## src/rtl/rf_pkg.sv

```systemverilog
// Package rf_pkg
// Shared default geometry for the register file and its sub-blocks.
// Assumes: the register count is a power of two set by the address width.
package rf_pkg;
    localparam int RF_DATA_W  = 32;
    localparam int RF_ADDR_W  = 5;
    localparam int RF_PC_STEP = 4;
endpackage

```

## src/rtl/rf_write_steer.sv

```systemverilog
// Module rf_write_steer
// Turns the normal write port and the return-address request into a
// per-entry write enable and a per-entry write value for entries 1..N-1.
// Entry 0 has no lane, so nothing can ever be steered into it.
// Assumes: the return-address entry is the highest-numbered entry.
module rf_write_steer #(
    parameter int DATA_W  = rf_pkg::RF_DATA_W,
    parameter int ADDR_W  = rf_pkg::RF_ADDR_W,
    parameter int PC_STEP = rf_pkg::RF_PC_STEP,
    localparam int NUM_REGS = 1 << ADDR_W,
    localparam int LINK_IDX = NUM_REGS - 1
) (
    input  logic                                 wr_en,
    input  logic [ADDR_W-1:0]                    wr_addr,
    input  logic [DATA_W-1:0]                    wr_data,
    input  logic                                 link_en,
    input  logic [DATA_W-1:0]                    link_pc,
    output logic [NUM_REGS-1:1]                  lane_we,
    output logic [NUM_REGS-1:1][DATA_W-1:0]      lane_wd
);

    logic [DATA_W-1:0] ret_addr;

    // Return address: program counter advanced by one instruction.
    always_comb ret_addr = link_pc + DATA_W'(PC_STEP);

    for (genvar gi = 1; gi < NUM_REGS; gi++) begin : g_lane
        logic hit;
        // Decode of the normal destination for this entry.
        always_comb hit = wr_en && (wr_addr == ADDR_W'(gi));
        if (gi == LINK_IDX) begin : g_link
            // Return-address lane: the link request overrides a normal hit.
            always_comb begin
                lane_we[gi] = hit | link_en;
                lane_wd[gi] = link_en ? ret_addr : wr_data;
            end
        end else begin : g_plain
            // Ordinary lane: only the normal port can write here.
            always_comb begin
                lane_we[gi] = hit;
                lane_wd[gi] = wr_data;
            end
        end
    end

endmodule

```

## src/rtl/rf_storage.sv

```systemverilog
// Module rf_storage
// Holds the entries. Entry 0 is a constant zero with no flops; entries
// 1..N-1 load their lane value on a rising edge when their lane enable
// is set, and clear on a synchronous active-low reset.
// Assumes: the steering block guarantees a consistent lane value.
module rf_storage #(
    parameter int DATA_W = rf_pkg::RF_DATA_W,
    parameter int ADDR_W = rf_pkg::RF_ADDR_W,
    localparam int NUM_REGS = 1 << ADDR_W
) (
    input  logic                                 clk,
    input  logic                                 rst_n,
    input  logic [NUM_REGS-1:1]                  lane_we,
    input  logic [NUM_REGS-1:1][DATA_W-1:0]      lane_wd,
    output logic [NUM_REGS-1:0][DATA_W-1:0]      entries
);

    // Constant-zero entry: no storage behind it.
    always_comb entries[0] = '0;

    for (genvar gi = 1; gi < NUM_REGS; gi++) begin : g_entry
        // One entry: clear on reset, otherwise load when its lane is enabled.
        always_ff @(posedge clk) begin
            if (!rst_n) begin
                entries[gi] <= '0;
            end else if (lane_we[gi]) begin
                entries[gi] <= lane_wd[gi];
            end
        end
    end

endmodule

```

## src/rtl/rf_read_port.sv

```systemverilog
// Module rf_read_port
// One combinational read port: selects an entry by number. There is no
// bypass, so a value being written this cycle is not visible until after
// the edge.
// Assumes: entry 0 of the input array is already held at zero.
module rf_read_port #(
    parameter int DATA_W = rf_pkg::RF_DATA_W,
    parameter int ADDR_W = rf_pkg::RF_ADDR_W,
    localparam int NUM_REGS = 1 << ADDR_W
) (
    input  logic [NUM_REGS-1:0][DATA_W-1:0]      entries,
    input  logic [ADDR_W-1:0]                    rd_addr,
    output logic [DATA_W-1:0]                    rd_data
);

    // Plain selection from the stored contents.
    always_comb rd_data = entries[rd_addr];

endmodule

```

## src/rtl/regfile_zl.sv

```systemverilog
// Module regfile_zl
// Register file with two combinational read ports, one synchronous write
// port, a constant-zero entry 0 and a return-address write path that
// targets the highest entry. The return-address path wins a collision at
// that entry. Synchronous active-low reset clears every stored entry.
// Assumes: callers need no same-cycle bypass from write to read.
module regfile_zl #(
    parameter int DATA_W  = rf_pkg::RF_DATA_W,
    parameter int ADDR_W  = rf_pkg::RF_ADDR_W,
    parameter int PC_STEP = rf_pkg::RF_PC_STEP
) (
    input  logic              clk,
    input  logic              rst_n,
    input  logic [ADDR_W-1:0] rd_addr_a,
    output logic [DATA_W-1:0] rd_data_a,
    input  logic [ADDR_W-1:0] rd_addr_b,
    output logic [DATA_W-1:0] rd_data_b,
    input  logic              wr_en,
    input  logic [ADDR_W-1:0] wr_addr,
    input  logic [DATA_W-1:0] wr_data,
    input  logic              link_en,
    input  logic [DATA_W-1:0] link_pc
);

    localparam int NUM_REGS = 1 << ADDR_W;
    localparam int LINK_IDX = NUM_REGS - 1;

    logic [NUM_REGS-1:1]             lane_we;
    logic [NUM_REGS-1:1][DATA_W-1:0] lane_wd;
    logic [NUM_REGS-1:0][DATA_W-1:0] regs_q;

    rf_write_steer #(
        .DATA_W (DATA_W),
        .ADDR_W (ADDR_W),
        .PC_STEP(PC_STEP)
    ) u_steer (
        .wr_en  (wr_en),
        .wr_addr(wr_addr),
        .wr_data(wr_data),
        .link_en(link_en),
        .link_pc(link_pc),
        .lane_we(lane_we),
        .lane_wd(lane_wd)
    );

    rf_storage #(
        .DATA_W(DATA_W),
        .ADDR_W(ADDR_W)
    ) u_store (
        .clk    (clk),
        .rst_n  (rst_n),
        .lane_we(lane_we),
        .lane_wd(lane_wd),
        .entries(regs_q)
    );

    rf_read_port #(
        .DATA_W(DATA_W),
        .ADDR_W(ADDR_W)
    ) u_rd_a (
        .entries(regs_q),
        .rd_addr(rd_addr_a),
        .rd_data(rd_data_a)
    );

    rf_read_port #(
        .DATA_W(DATA_W),
        .ADDR_W(ADDR_W)
    ) u_rd_b (
        .entries(regs_q),
        .rd_addr(rd_addr_b),
        .rd_data(rd_data_b)
    );

    // Zero entry reads as zero on both ports.
    AST_ZERO_READ_A: assert property (@(posedge clk) disable iff (!rst_n)
        (rd_addr_a == '0) |-> (rd_data_a == '0));
    AST_ZERO_READ_B: assert property (@(posedge clk) disable iff (!rst_n)
        (rd_addr_b == '0) |-> (rd_data_b == '0));

    // An enabled normal write without a collision lands on the next edge.
    AST_WRITE_LANDS: assert property (@(posedge clk) disable iff (!rst_n)
        (wr_en && (wr_addr != '0) && !(link_en && (wr_addr == ADDR_W'(LINK_IDX))))
        |=> (regs_q[$past(wr_addr)] == $past(wr_data)));

    // A return-address request loads the incremented PC.
    AST_LINK_VALUE: assert property (@(posedge clk) disable iff (!rst_n)
        link_en |=> (regs_q[LINK_IDX] == ($past(link_pc) + DATA_W'(PC_STEP))));

    // On a collision at the link entry the normal data is not what lands.
    AST_LINK_WINS: assert property (@(posedge clk) disable iff (!rst_n)
        (link_en && wr_en && (wr_addr == ADDR_W'(LINK_IDX)) &&
         (wr_data != (link_pc + DATA_W'(PC_STEP))))
        |=> (regs_q[LINK_IDX] != $past(wr_data)));

    // Idle cycles leave the whole array untouched.
    AST_IDLE_HOLD: assert property (@(posedge clk) disable iff (!rst_n)
        (!wr_en && !link_en) |=> $stable(regs_q));

endmodule

```

## config.mk

```make
export PLATFORM = sky130hd
export DESIGN_NAME = regfile_zl
export DESIGN_NICKNAME = d
export VERILOG_FILES = /design/src/rtl/rf_pkg.sv /design/src/rtl/rf_write_steer.sv /design/src/rtl/rf_storage.sv /design/src/rtl/rf_read_port.sv /design/src/rtl/regfile_zl.sv
export SDC_FILE = /design/constraint.sdc
export NUM_CORES = 2
export LEC_CHECK = 0
export BUFFER_PORTS_ARGS = -buffer_cell sky130_fd_sc_hd__buf_2
export CORE_MARGIN = 1
export CORE_UTILIZATION = 40
export DETAILED_ROUTE_END_ITERATION = 10
export SYNTH_ARGS = -nofsm -noshare
export SYNTH_HDL_FRONTEND = slang
export SYNTH_SLANG_ARGS = --single-unit
```

## constraint.sdc

```tcl
create_clock -name clk -period 6 [get_ports clk]
set_input_delay 0.9 -clock clk [delete_from_list [all_inputs] [get_ports clk]]
set_output_delay 0.9 -clock clk [all_outputs]
set_load 0.05 [all_outputs]
```

==> flow_metrics.env <==
export IMPL_pin_count_of_the_biggest_net_entering_global_routing=182
export IMPL_timing_worst_slew_pin_value_ps=1330
export IMPL_timing_hold_violations_final=0
export IMPL_proportion_of_layout_cells_with_a_drive_suffix_above_1_pct=9.96
export IMPL_power_per_cell_area_nw_per_um2=267
export IMPL_post_synth_and_or_nand_nor_area_fraction_pct=20.4
export IMPL_start_kind="primary input"
export IMPL_setup_worst_path_end_class="output pin"
export IMPL_largest_register="u_store.entries"
export IMPL_floorplan_die_area_um2=132000
export IMPL_synth_enable_flop_cells=0
export IMPL_area_overhead_vs_synth_pct=9.51
export IMPL_worst_path_dominant_cell_family="buffers and inverters"
export IMPL_synth_xor_area_share_pct=0.468
export IMPL_synth_area_leaders="dfxtp_1 (38%), nand2_1 (16%), mux2i_1 (15%), a21oi_1 (11%), a22oi_1 (2.8%)"
export IMPL_cp_slowest_cell="a31oi_1"
export IMPL_async_sr_flop_fraction_pct=0
export IMPL_final_max_slew_viol_count=0
export IMPL_place_port_buffers=146
export IMPL_postSynthCellCount=6738
export IMPL_cts_post_setup_buffers_inserted=0
export IMPL_power_leakage_nw=20.3
export IMPL_wire_length_of_the_first_global_routing_pass_mm=307
export IMPL_synth_compound_gate_area_share_pct=16.3
export IMPL_synth_seq_area_share_pct=37.9
export IMPL_core_um2=130000
export IMPL_hpwl_mm=121
export IMPL_design_final_nets=6536
export IMPL_maxSlewHeadroom_pct=11.3
export IMPL_drc_errors=0
export IMPL_cts_tree="yes"
export IMPL_synth_lib_cells_used_distinct=44
export IMPL_worst_skew_pair_late_latency_ps=720
export IMPL_grt_pass1_vias=46100
export IMPL_commonest_cells_after_routing_fill_and_taps_aside="nand2_1 (2149), a21oi_1 (1171), dfxtp_1 (992)"
export IMPL_rsz0062_at_grt="no"
export IMPL_numClockSinks=992
export IMPL_viasPerCell=6.03
export IMPL_yosys_most_used_dff="dfxtp_1"
export IMPL_rows=132
export IMPL_grt_total_usage_pct=30.8
export IMPL_start_util_pct=40.4
export IMPL_mappedNetlistNets=6822
export IMPL_run_status="completed"
export IMPL_final_common_cell="nand2_1"
export IMPL_drt_wl_total_mm=212
export IMPL_worstHoldPathType="primary input to register"
export IMPL_grt_antenna_before_repair=17
export IMPL_clock_path_buffers=3
export IMPL_critPathMostFrequentCell="buf_4"
export IMPL_path_buf_inv=3
export IMPL_cap_viol_max_count=0
export IMPL_ctsHoldBuffers=0
export IMPL_synthesis_yosys_warnings=0
export IMPL_post_synth_fa_ha_maj_area_fraction_pct=0.0239
export IMPL_fin_setup_tns_ps=0
export IMPL_cts_max_level=3
export IMPL_die_width_um=364
export IMPL_largest_register_ffs=992
export IMPL_cts_clk_slew_worst_paths_ps=60
export IMPL_synth_largest_area_cell="dfxtp_1"
export IMPL_clock_fmax_mhz=210
export IMPL_boundaryPins=147
export IMPL_setup_viol=0
export IMPL_initialDrtViolationCount=6592
export IMPL_critical_path_peak_fanout=33
export IMPL_dominant_combinational_cell_family_by_area_after_synthesis="simple AND/OR/NAND/NOR gates"
export IMPL_grt_remaining_overflow=0
export IMPL_netlist_area_um2=52400
export IMPL_path_class="primary input to output pin"
export IMPL_final_antenna_net_count=0
export IMPL_worst_ir_drop_vdd_mv=0.203
export IMPL_fin_crit_ps=4760
export IMPL_min_period_over_period_pct=79.4
export IMPL_drt_wirelength_per_cell_um=25.6
export IMPL_worst_hold_slack_ps=440
export IMPL_ys_ff_latch=992
export IMPL_synth_top_cell_area_share_pct=37.9
export IMPL_postSynthAreaPerCell_um2=7.77
export IMPL_root_buffer="clkbuf_16"
export IMPL_muxShareOfSynthArea_pct=19.3
export IMPL_place_gp_congestion=0.900
export IMPL_die_y_um=364
export IMPL_numCtsBuffers=106
export IMPL_critPathMaxStageDelay_ps=710
export IMPL_worst_endpoint_required_ps=5100
export IMPL_reg_top3="u_store.entries x992"
export IMPL_cts_repair_resize_count=0
export IMPL_dr_total_vias=49900
export IMPL_arrival_ps=3860
export IMPL_clk_skew_ps=0
export IMPL_drt_pass1_iter_count=6
export IMPL_path_cells="buf_4 > buf_4 > mux4_2 > nor2b_1 > nor3_1 > a31oi_1 > nand3_1 > buf_2"
==> cell type report <==
| class | instances | area [um^2] |
|---|---|---|
| clock inverter | 36 | 442 |
| tap | 1742 | 2180 |
| inverter | 5 | 26.3 |
| timing repair buffer | 263 | 1910 |
| multi-input combinational | 5084 | 29800 |
| fill | 12700 | 72300 |
| clock buffer | 156 | 3100 |
| sequential | 992 | 19900 |
| antenna | 3 | 7.51 |
==> power breakdown <==
part | internal (mW) | total [mW] | switching, mW
registers | 6.65 | 6.70 | 0.0557
logic | 0.472 | 1.77 | 1.30
clock network | 3.95 | 6.85 | 2.90
==> cell usage after synthesis, types with 24 or more instances <==
library cell and count:
a21oi_1 1171, a221oi_1 64, a22oi_1 192, a31oi_1 64, buf_2 220, buf_4 44
clkbuf_1 381, dfxtp_1 992, mux2_2 83, mux2i_1 770, mux4_2 64, nand2_1 2163
nand3_1 206, nor2_1 25, nor2b_1 78, nor3_1 67, o21ai_0 24, xor2_1 24
==> path summary, 6_finish.rpt <==
check | from | endpoint | slack (ps) | cells after the start
setup / recovery | rd_addr_a[0] | rd_data_a[18] | 1240 | 8
hold reg to reg | u_store.entries[560] | u_store.entries[560] | 470 | 2
setup reg to reg | u_store.entries[992] | u_store.entries[992] | 4950 | 2
hold / removal | link_pc[2] | u_store.entries[994] | 440 | 2
==> layer usage <==
layer	global-route usage (%)	vias up	part of all wire [%]
met2	46.3	2717	43
met1	41.1	24100	40
met4	15.9	30	5.2
met3	6.88	574	11
met5	0	-	0.085
li1	-	22500	-
==> kinds of logic after synthesis <==
kind of cell | Yosys count
AND/OR/NAND/NOR | 2604
buffers and inverters | 662
AO/OA/AOI/OAI | 1534
multiplexers | 917
flip-flops | 992
XOR/XNOR | 28
adder cells (fa/ha/maj) | 1
==> per-stage QoR <==
| stage | cell area (um^2) | total power, mW | utilization (%) | std cells | setup WS (ps) |
|---|---|---|---|---|---|
| after floorplan | 52400 | 7.97 | - | 6738 | 2510 |
| after global placement | 53800 | 8.56 | 41.5 | 8086 | 1220 |
| after detailed placement | 53800 | 8.57 | 41.5 | 8086 | 1280 |
| after CTS | 57300 | 15.3 | 44.2 | 8278 | 1280 |
| after global routing | 57300 | 15.7 | 44.2 | 8278 | 1160 |
| final | 57300 | 15.3 | 44.2 | 8281 | 1240 |
(Power assumes the default switching activity.)
